### src/rtl/rah_rf_pkg.sv
package rah_rf_pkg;
  typedef enum logic {
    WK_ALU  = 1'b0,
    WK_LOAD = 1'b1
  } wr_kind_e;
endpackage

### src/rtl/rah_inv_eval.sv
// Works out the invalid flag stored with a write.
module rah_inv_eval
  import rah_rf_pkg::*;
(
  input  logic       clk,
  input  logic       rst_n,
  input  logic       spec_mode,
  input  logic       kind,
  input  logic [1:0] src_inv,
  input  logic       ld_miss,
  input  logic       ld_word_inv,
  output logic       wr_inv
);
  wr_kind_e kind_e;
  logic     raw_inv;

  always_comb begin
    kind_e = wr_kind_e'(kind);
    unique case (kind_e)
      WK_ALU:  raw_inv = src_inv[0] | src_inv[1];
      WK_LOAD: raw_inv = src_inv[0] | ld_miss | ld_word_inv;
      default: raw_inv = 1'b0;
    endcase
    wr_inv = spec_mode & raw_inv;
  end

  assert_quiet_outside_R9: assert property (@(posedge clk) disable iff (!rst_n)
    !spec_mode |-> !wr_inv);
  assert_load_miss_poisons_R7: assert property (@(posedge clk) disable iff (!rst_n)
    (spec_mode && kind && ld_miss) |-> wr_inv);
  assert_alu_clean_R6: assert property (@(posedge clk) disable iff (!rst_n)
    (!kind && src_inv == 2'b00) |-> !wr_inv);
endmodule

### src/rtl/rah_rf_cell.sv
// One register: data, invalid flag and shadow copy.
module rah_rf_cell #(
  parameter int DW = 32
) (
  input  logic          clk,
  input  logic          rst_n,
  input  logic          ckpt,
  input  logic          rstr,
  input  logic          wr_hit,
  input  logic [DW-1:0] wr_data,
  input  logic          wr_inv,
  output logic [DW-1:0] data_q,
  output logic          inv_q
);
  logic [DW-1:0] shadow_q;

  always_ff @(posedge clk or negedge rst_n) begin
    if (!rst_n) begin
      data_q   <= '0;
      inv_q    <= 1'b0;
      shadow_q <= '0;
    end else begin
      if (ckpt) shadow_q <= data_q;
      if (rstr) begin
        data_q <= shadow_q;
        inv_q  <= 1'b0;
      end else if (wr_hit) begin
        data_q <= wr_data;
        inv_q  <= wr_inv;
      end
    end
  end

  assert_shadow_snapshot_R10: assert property (@(posedge clk) disable iff (!rst_n)
    ckpt |=> (shadow_q == $past(data_q)));
  assert_restore_reload_R11: assert property (@(posedge clk) disable iff (!rst_n)
    rstr |=> (data_q == $past(shadow_q)));
endmodule

### src/rtl/rah_rd_port.sv
// Read mux with write-first bypass.
module rah_rd_port #(
  parameter int NREGS = 32,
  parameter int DW    = 32,
  localparam int AW   = $clog2(NREGS)
) (
  input  logic                       clk,
  input  logic                       rst_n,
  input  logic [AW-1:0]              addr,
  input  logic [NREGS-1:0][DW-1:0]   regs,
  input  logic [NREGS-1:0]           invs,
  input  logic                       byp_en,
  input  logic [AW-1:0]              byp_addr,
  input  logic [DW-1:0]              byp_data,
  input  logic                       byp_inv,
  output logic [DW-1:0]              data,
  output logic                       inv
);
  always_comb begin
    if (byp_en && (byp_addr == addr)) begin
      data = byp_data;
      inv  = byp_inv;
    end else begin
      data = regs[addr];
      inv  = invs[addr];
    end
  end

  assert_zero_reg_R4: assert property (@(posedge clk) disable iff (!rst_n)
    (addr == '0) |-> (data == '0 && !inv));
  assert_bypass_R3: assert property (@(posedge clk) disable iff (!rst_n)
    (byp_en && byp_addr == addr) |-> (data == byp_data && inv == byp_inv));
endmodule

### src/rtl/rah_ckpt_regfile.sv
module rah_ckpt_regfile #(
  parameter int NREGS = 32,
  parameter int DW    = 32,
  localparam int AW   = $clog2(NREGS)
) (
  input  logic          clk,
  input  logic          rst_n,
  input  logic          spec_mode,
  input  logic          ckpt_req,
  input  logic          rstr_req,
  input  logic [AW-1:0] rd_addr_a,
  output logic [DW-1:0] rd_data_a,
  output logic          rd_inv_a,
  input  logic [AW-1:0] rd_addr_b,
  output logic [DW-1:0] rd_data_b,
  output logic          rd_inv_b,
  input  logic          wr_en,
  input  logic          wr_kind,
  input  logic [AW-1:0] wr_addr,
  input  logic [DW-1:0] wr_data,
  input  logic [1:0]    wr_src_inv,
  input  logic          wr_ld_miss,
  input  logic          wr_ld_word_inv
);
  logic                     wr_fire;
  logic                     wr_inv;
  logic [NREGS-1:0][DW-1:0] reg_vec;
  logic [NREGS-1:0]         inv_vec;

  // A restore discards a write in the same cycle; register 0 never takes one.
  assign wr_fire = wr_en && !rstr_req && (wr_addr != '0);

  rah_inv_eval u_inv (
    .clk         (clk),
    .rst_n       (rst_n),
    .spec_mode   (spec_mode),
    .kind        (wr_kind),
    .src_inv     (wr_src_inv),
    .ld_miss     (wr_ld_miss),
    .ld_word_inv (wr_ld_word_inv),
    .wr_inv      (wr_inv)
  );

  for (genvar g = 0; g < NREGS; g++) begin : g_reg
    if (g == 0) begin : g_zero
      assign reg_vec[g] = '0;
      assign inv_vec[g] = 1'b0;
    end else begin : g_live
      logic          hit;
      logic [DW-1:0] q;
      logic          qi;
      assign hit = wr_fire && (wr_addr == AW'(g));
      rah_rf_cell #(.DW(DW)) u_cell (
        .clk     (clk),
        .rst_n   (rst_n),
        .ckpt    (ckpt_req),
        .rstr    (rstr_req),
        .wr_hit  (hit),
        .wr_data (wr_data),
        .wr_inv  (wr_inv),
        .data_q  (q),
        .inv_q   (qi)
      );
      assign reg_vec[g] = q;
      assign inv_vec[g] = qi;
    end
  end

  rah_rd_port #(.NREGS(NREGS), .DW(DW)) u_rd_a (
    .clk (clk), .rst_n (rst_n), .addr (rd_addr_a),
    .regs (reg_vec), .invs (inv_vec),
    .byp_en (wr_fire), .byp_addr (wr_addr), .byp_data (wr_data), .byp_inv (wr_inv),
    .data (rd_data_a), .inv (rd_inv_a)
  );

  rah_rd_port #(.NREGS(NREGS), .DW(DW)) u_rd_b (
    .clk (clk), .rst_n (rst_n), .addr (rd_addr_b),
    .regs (reg_vec), .invs (inv_vec),
    .byp_en (wr_fire), .byp_addr (wr_addr), .byp_data (wr_data), .byp_inv (wr_inv),
    .data (rd_data_b), .inv (rd_inv_b)
  );

  assert_restore_all_valid_R11: assert property (@(posedge clk) disable iff (!rst_n)
    rstr_req |=> (inv_vec == '0));
  assert_outside_no_new_inv_R9: assert property (@(posedge clk) disable iff (!rst_n)
    (!spec_mode && !rstr_req && wr_en && wr_addr != '0) |=> !inv_vec[$past(wr_addr)]);
endmodule

### config.mk
export PLATFORM = sky130hd
export DESIGN_NAME = rah_ckpt_regfile
export DESIGN_NICKNAME = d
export VERILOG_FILES = /design/src/rtl/rah_rf_pkg.sv /design/src/rtl/rah_inv_eval.sv /design/src/rtl/rah_rf_cell.sv /design/src/rtl/rah_rd_port.sv /design/src/rtl/rah_ckpt_regfile.sv
export SDC_FILE = /design/constraint.sdc
export NUM_CORES = 2
export LEC_CHECK = 0
export BUFFER_PORTS_ARGS = -buffer_cell sky130_fd_sc_hd__buf_2
export CAP_MARGIN = 20
export CORE_MARGIN = 8
export CORE_UTILIZATION = 45
export DETAILED_ROUTE_END_ITERATION = 6
export PLACE_DENSITY_LB_ADDON = 0.3
export SLEW_MARGIN = 20
export SYNTH_ARGS = -nofsm -noshare
export SYNTH_HDL_FRONTEND = slang
export SYNTH_SLANG_ARGS = --single-unit
export TNS_END_PERCENT = 1
### constraint.sdc
create_clock -name clk -period 3.8 [get_ports clk]
set_input_delay 0.76 -clock clk [delete_from_list [all_inputs] [get_ports clk]]
set_output_delay 0.76 -clock clk [all_outputs]
set_load 0.1 [all_outputs]
==> results.sh <==
export IMPL_status="finished, violations left"
export IMPL_violations="negative setup slack"
export IMPL_ys_types=43
export IMPL_yosysTopAreaCellShare_pct=52.9
export IMPL_period_needed_ns=3.87
export IMPL_cts_buffer_depth=3
export IMPL_wl_met1_mm=122
export IMPL_fin_nets=8281
export IMPL_rsz0062_at_grt="true"
export IMPL_power_mw=58.8
export IMPL_synth_adder_area_share_pct=0
export IMPL_overflow=0
export IMPL_fin_skew_ns=0.0222
export IMPL_fp_dieW_um=476
export IMPL_crit_fanout=12
export IMPL_dieArea_um2=227000
export IMPL_yosys_top_cells_area="dfrtp_1 (53%), mux2_2 (13%), mux4_2 (9.8%)"
export IMPL_critPathKind="input port to primary output"
export IMPL_min_to="g_reg[28].g_live.u_cell.data_q[15]"
export IMPL_yosysSeqAreaShare_pct=52.9
export IMPL_initialDrtViolationCount=7138
export IMPL_placed_area_um2=103000
export IMPL_final_setup_worst_slack_ns=-0.0679
export IMPL_start_util_pct=45.1
export IMPL_irDropWorstVdd_mv=0.535
export IMPL_drive_gt1_share_pct=30.0
export IMPL_drt_total_wl_mm=311
export IMPL_path_clk_slew_ns=0.06
export IMPL_antenna_found_initial=11
export IMPL_report_final_slew_viol_count=0
export IMPL_fin_crit_sh_pct=102
export IMPL_vias=70234
export IMPL_cp_arrival_ns=3.11
export IMPL_fin_cells=11214
export IMPL_stdcell_area_um2=110000
export IMPL_grt_start_max_net_pins=169
export IMPL_grt_pass1_wl_mm=471
export IMPL_ys_ff_latch=2015
export IMPL_gp_congestion=0.889
export IMPL_synth_compound_area_share_pct=14.3
export IMPL_core_area_um2=211000
export IMPL_pin_count=124
export IMPL_rr_endpoint="g_reg[23].g_live.u_cell.shadow_q[6]"
export IMPL_synth_mux_area_share_pct=24.3
export IMPL_synth_fp_nets=8252
export IMPL_avgSynthCellArea_um2=11.6
export IMPL_p_leak_nw=47.3
export IMPL_rr_worst_depth=2
export IMPL_remaining_drc_errors=0
export IMPL_cp_required_ns=3.04
export IMPL_path_delay_family="multiplexers"
export IMPL_min_path_type="input port to register"
export IMPL_crit_chain="buf_12 > buf_12 > buf_12 > mux4_2 > mux4_2 > o22ai_4 > buf_4 > o21ai_1 > buf_12"
export IMPL_yosys_area_share_xor_xnor_pct=0.0919
export IMPL_r2r_slack_ns=2.87
export IMPL_preCtsSetupSlack_ns=-0.272
export IMPL_ant_nets=0
export IMPL_synth_simple_gate_area_share_pct=5.08
export IMPL_place_inst=10838
export IMPL_crit_top_cell="buf_12"
export IMPL_cts_tree="yes"
export IMPL_crit_path_start_kind="input port"
export IMPL_netlist_instances=8194
export IMPL_rows=169
export IMPL_cts_root_buf="clkbuf_16"
export IMPL_relSlewSlack_pct=24.0
export IMPL_r2r_start="g_reg[23].g_live.u_cell.data_q[6]"
export IMPL_h_tree_depth=4
export IMPL_hold_slack_ns=0.478
export IMPL_clock_latency_ns=0.86
export IMPL_cts_num_sinks=2015
export IMPL_hpwl_mm=195
export IMPL_dr_pass1_iters=6
export IMPL_clock_fmax_mhz=259
export IMPL_numCtsBuffers=201
export IMPL_netlist_top_cell_by_area="dfrtp_1"
export IMPL_avgViaCountPerCell=6.26
export IMPL_power_density_nw_per_um2=534
export IMPL_synth_top_family_by_area="multiplexers"
export IMPL_hold_depth=4
export IMPL_hold_viol_final=0
export IMPL_tightest_slew_ns=1.14
export IMPL_endpoint_kind="primary output"
export IMPL_grt_use_total_pct=26.8
export IMPL_max_cap_viol_count=0
export IMPL_die_h_um=476
export IMPL_slowest_delay_ns=0.51
export IMPL_worstHoldStart="wr_data[15]"
export IMPL_crit_path_top_delay_cell="mux4_2"
export IMPL_route_met3_wl_mm=24.6
export IMPL_post_route_util_pct=52.1
export IMPL_area_growth_pct=15.4
export IMPL_io_buffers=123
export IMPL_met2_length_mm=144
export IMPL_setup_viol=2
export IMPL_yosys_warnings=0
export IMPL_routed_top_layer="met5"
export IMPL_cp_num_buf_inv=5
export IMPL_synth_area_um2=95300
export IMPL_routedWlPerCell_um=27.7
export IMPL_setup_tns_ns=-0.0815
export IMPL_grt_pass1_vias=72212
==> how the worst max path moves through the flow <==
stage                          endpoint                               from  slack (ns)  cells after the start
after floorplan                rd_inv_b                         wr_addr[1]       -0.54                      8
after global placement    rd_data_b[29]                       rd_addr_b[4]       -0.28                      9
after detailed placement  rd_data_b[29]                       rd_addr_b[4]       -0.27                      9
after CTS                  rd_data_a[6]  g_reg[23].g_live.u_cell.data_q[6]        -0.1                      6
after global routing      rd_data_a[17]                       rd_addr_a[0]       -0.07                      9
final                     rd_data_a[17]                       rd_addr_a[0]       -0.07                      9
==> cells by family (layout without fill, tap and decap cells) <==
| kind of cell | after synthesis | after routing |
|---|---|---|
| flip-flops | 2015 | 2015 |
| XOR/XNOR | 10 | 10 |
| other | 0 | 7 |
| AO/OA/AOI/OAI | 2508 | 2508 |
| multiplexers | 1658 | 1658 |
| buffers and inverters | 775 | 967 |
| AND/OR/NAND/NOR | 1228 | 1228 |
==> power breakdown <==
group	total (mW)	leakage [nW]	internal (mW)	switching [mW]
clock	20.1	3.27	11.4	8.70
sequential	27.3	25.5	24.8	2.58
combinational	11.3	18.5	5.26	6.08
==> cells in the mapped netlist, drive strengths merged <==
master  count
a22o       32
nor2b      40
and4        2
nor3b       1
a211o      31
o31ai       9
o221ai      1
o22a       31
clkbuf    586
o22ai      61
a22oi      67
nor2       71
a211oi      2
a21oi    1065
nand2    1064
or2         1
o31a        7
nand3       2
inv         8
and2        3
dfrtp    2015
xnor2       4
nor3       33
xor2        6
o21ai    1097
nand4       3
o21a        1
nor4        2
mux2i     178
a221oi     40
nand2b      6
mux2     1066
a221o      33
mux4      414
buf       181
a21o       31
==> placed cells by master (no fill, tap or decap), types with 66 or more instances in the layout <==
cell and n:
nor2_1 67, mux2i_1 177, nand2_1 1061, a22oi_1 67
dfrtp_1 2015, buf_4 329, mux4_2 414, o21ai_1 66
buf_12 201, clkbuf_16 203, mux2_2 1066, o21ai_0 1028
a21oi_1 1029
==> worst min-delay path, stage by stage <==
cell and delay, ns:
buf_2 0.13, nor2b_2 0.20, a21oi_1 0.11, o21ai_0 0.08
==> layout make-up <==
class	instances	area [µm²]
multi-input cells	5404	42400
clock buffers	300	5900
clock inverters	66	704
inverters	8	32.5
repair buffers	593	6980
diodes	7	17.5
fillers	17595	101000
well taps	2821	3530
flip-flops and latches	2015	50400
==> repair_timing <==
item | 4_1_cts | 5_1_grt
setup endpoints to repair | 21 | 18
pin swaps | 0 | 2
endpoints found under the hold margin | 40 | 0
hold buffers | 1 | 0
cloned | 0 | 0
gates resized for setup | 27 | 16
setup buffers | 0 | 1
==> flip-flops by register name (all words and copies together), names as in the netlist <==
register,count
g.g_live.u_cell.shadow_q,992
g.g_live.u_cell.data_q,992
g.g_live.u_cell.inv_q,31
==> metal layers <==
layer  GRT usage, %  vias to the layer above
met5              0                        -
met4           14.8                        6
met2           42.1                     3049
li1               -                    29844
met3           5.01                      841
met1           35.2                    36494
(Power assumes the default switching activity.)
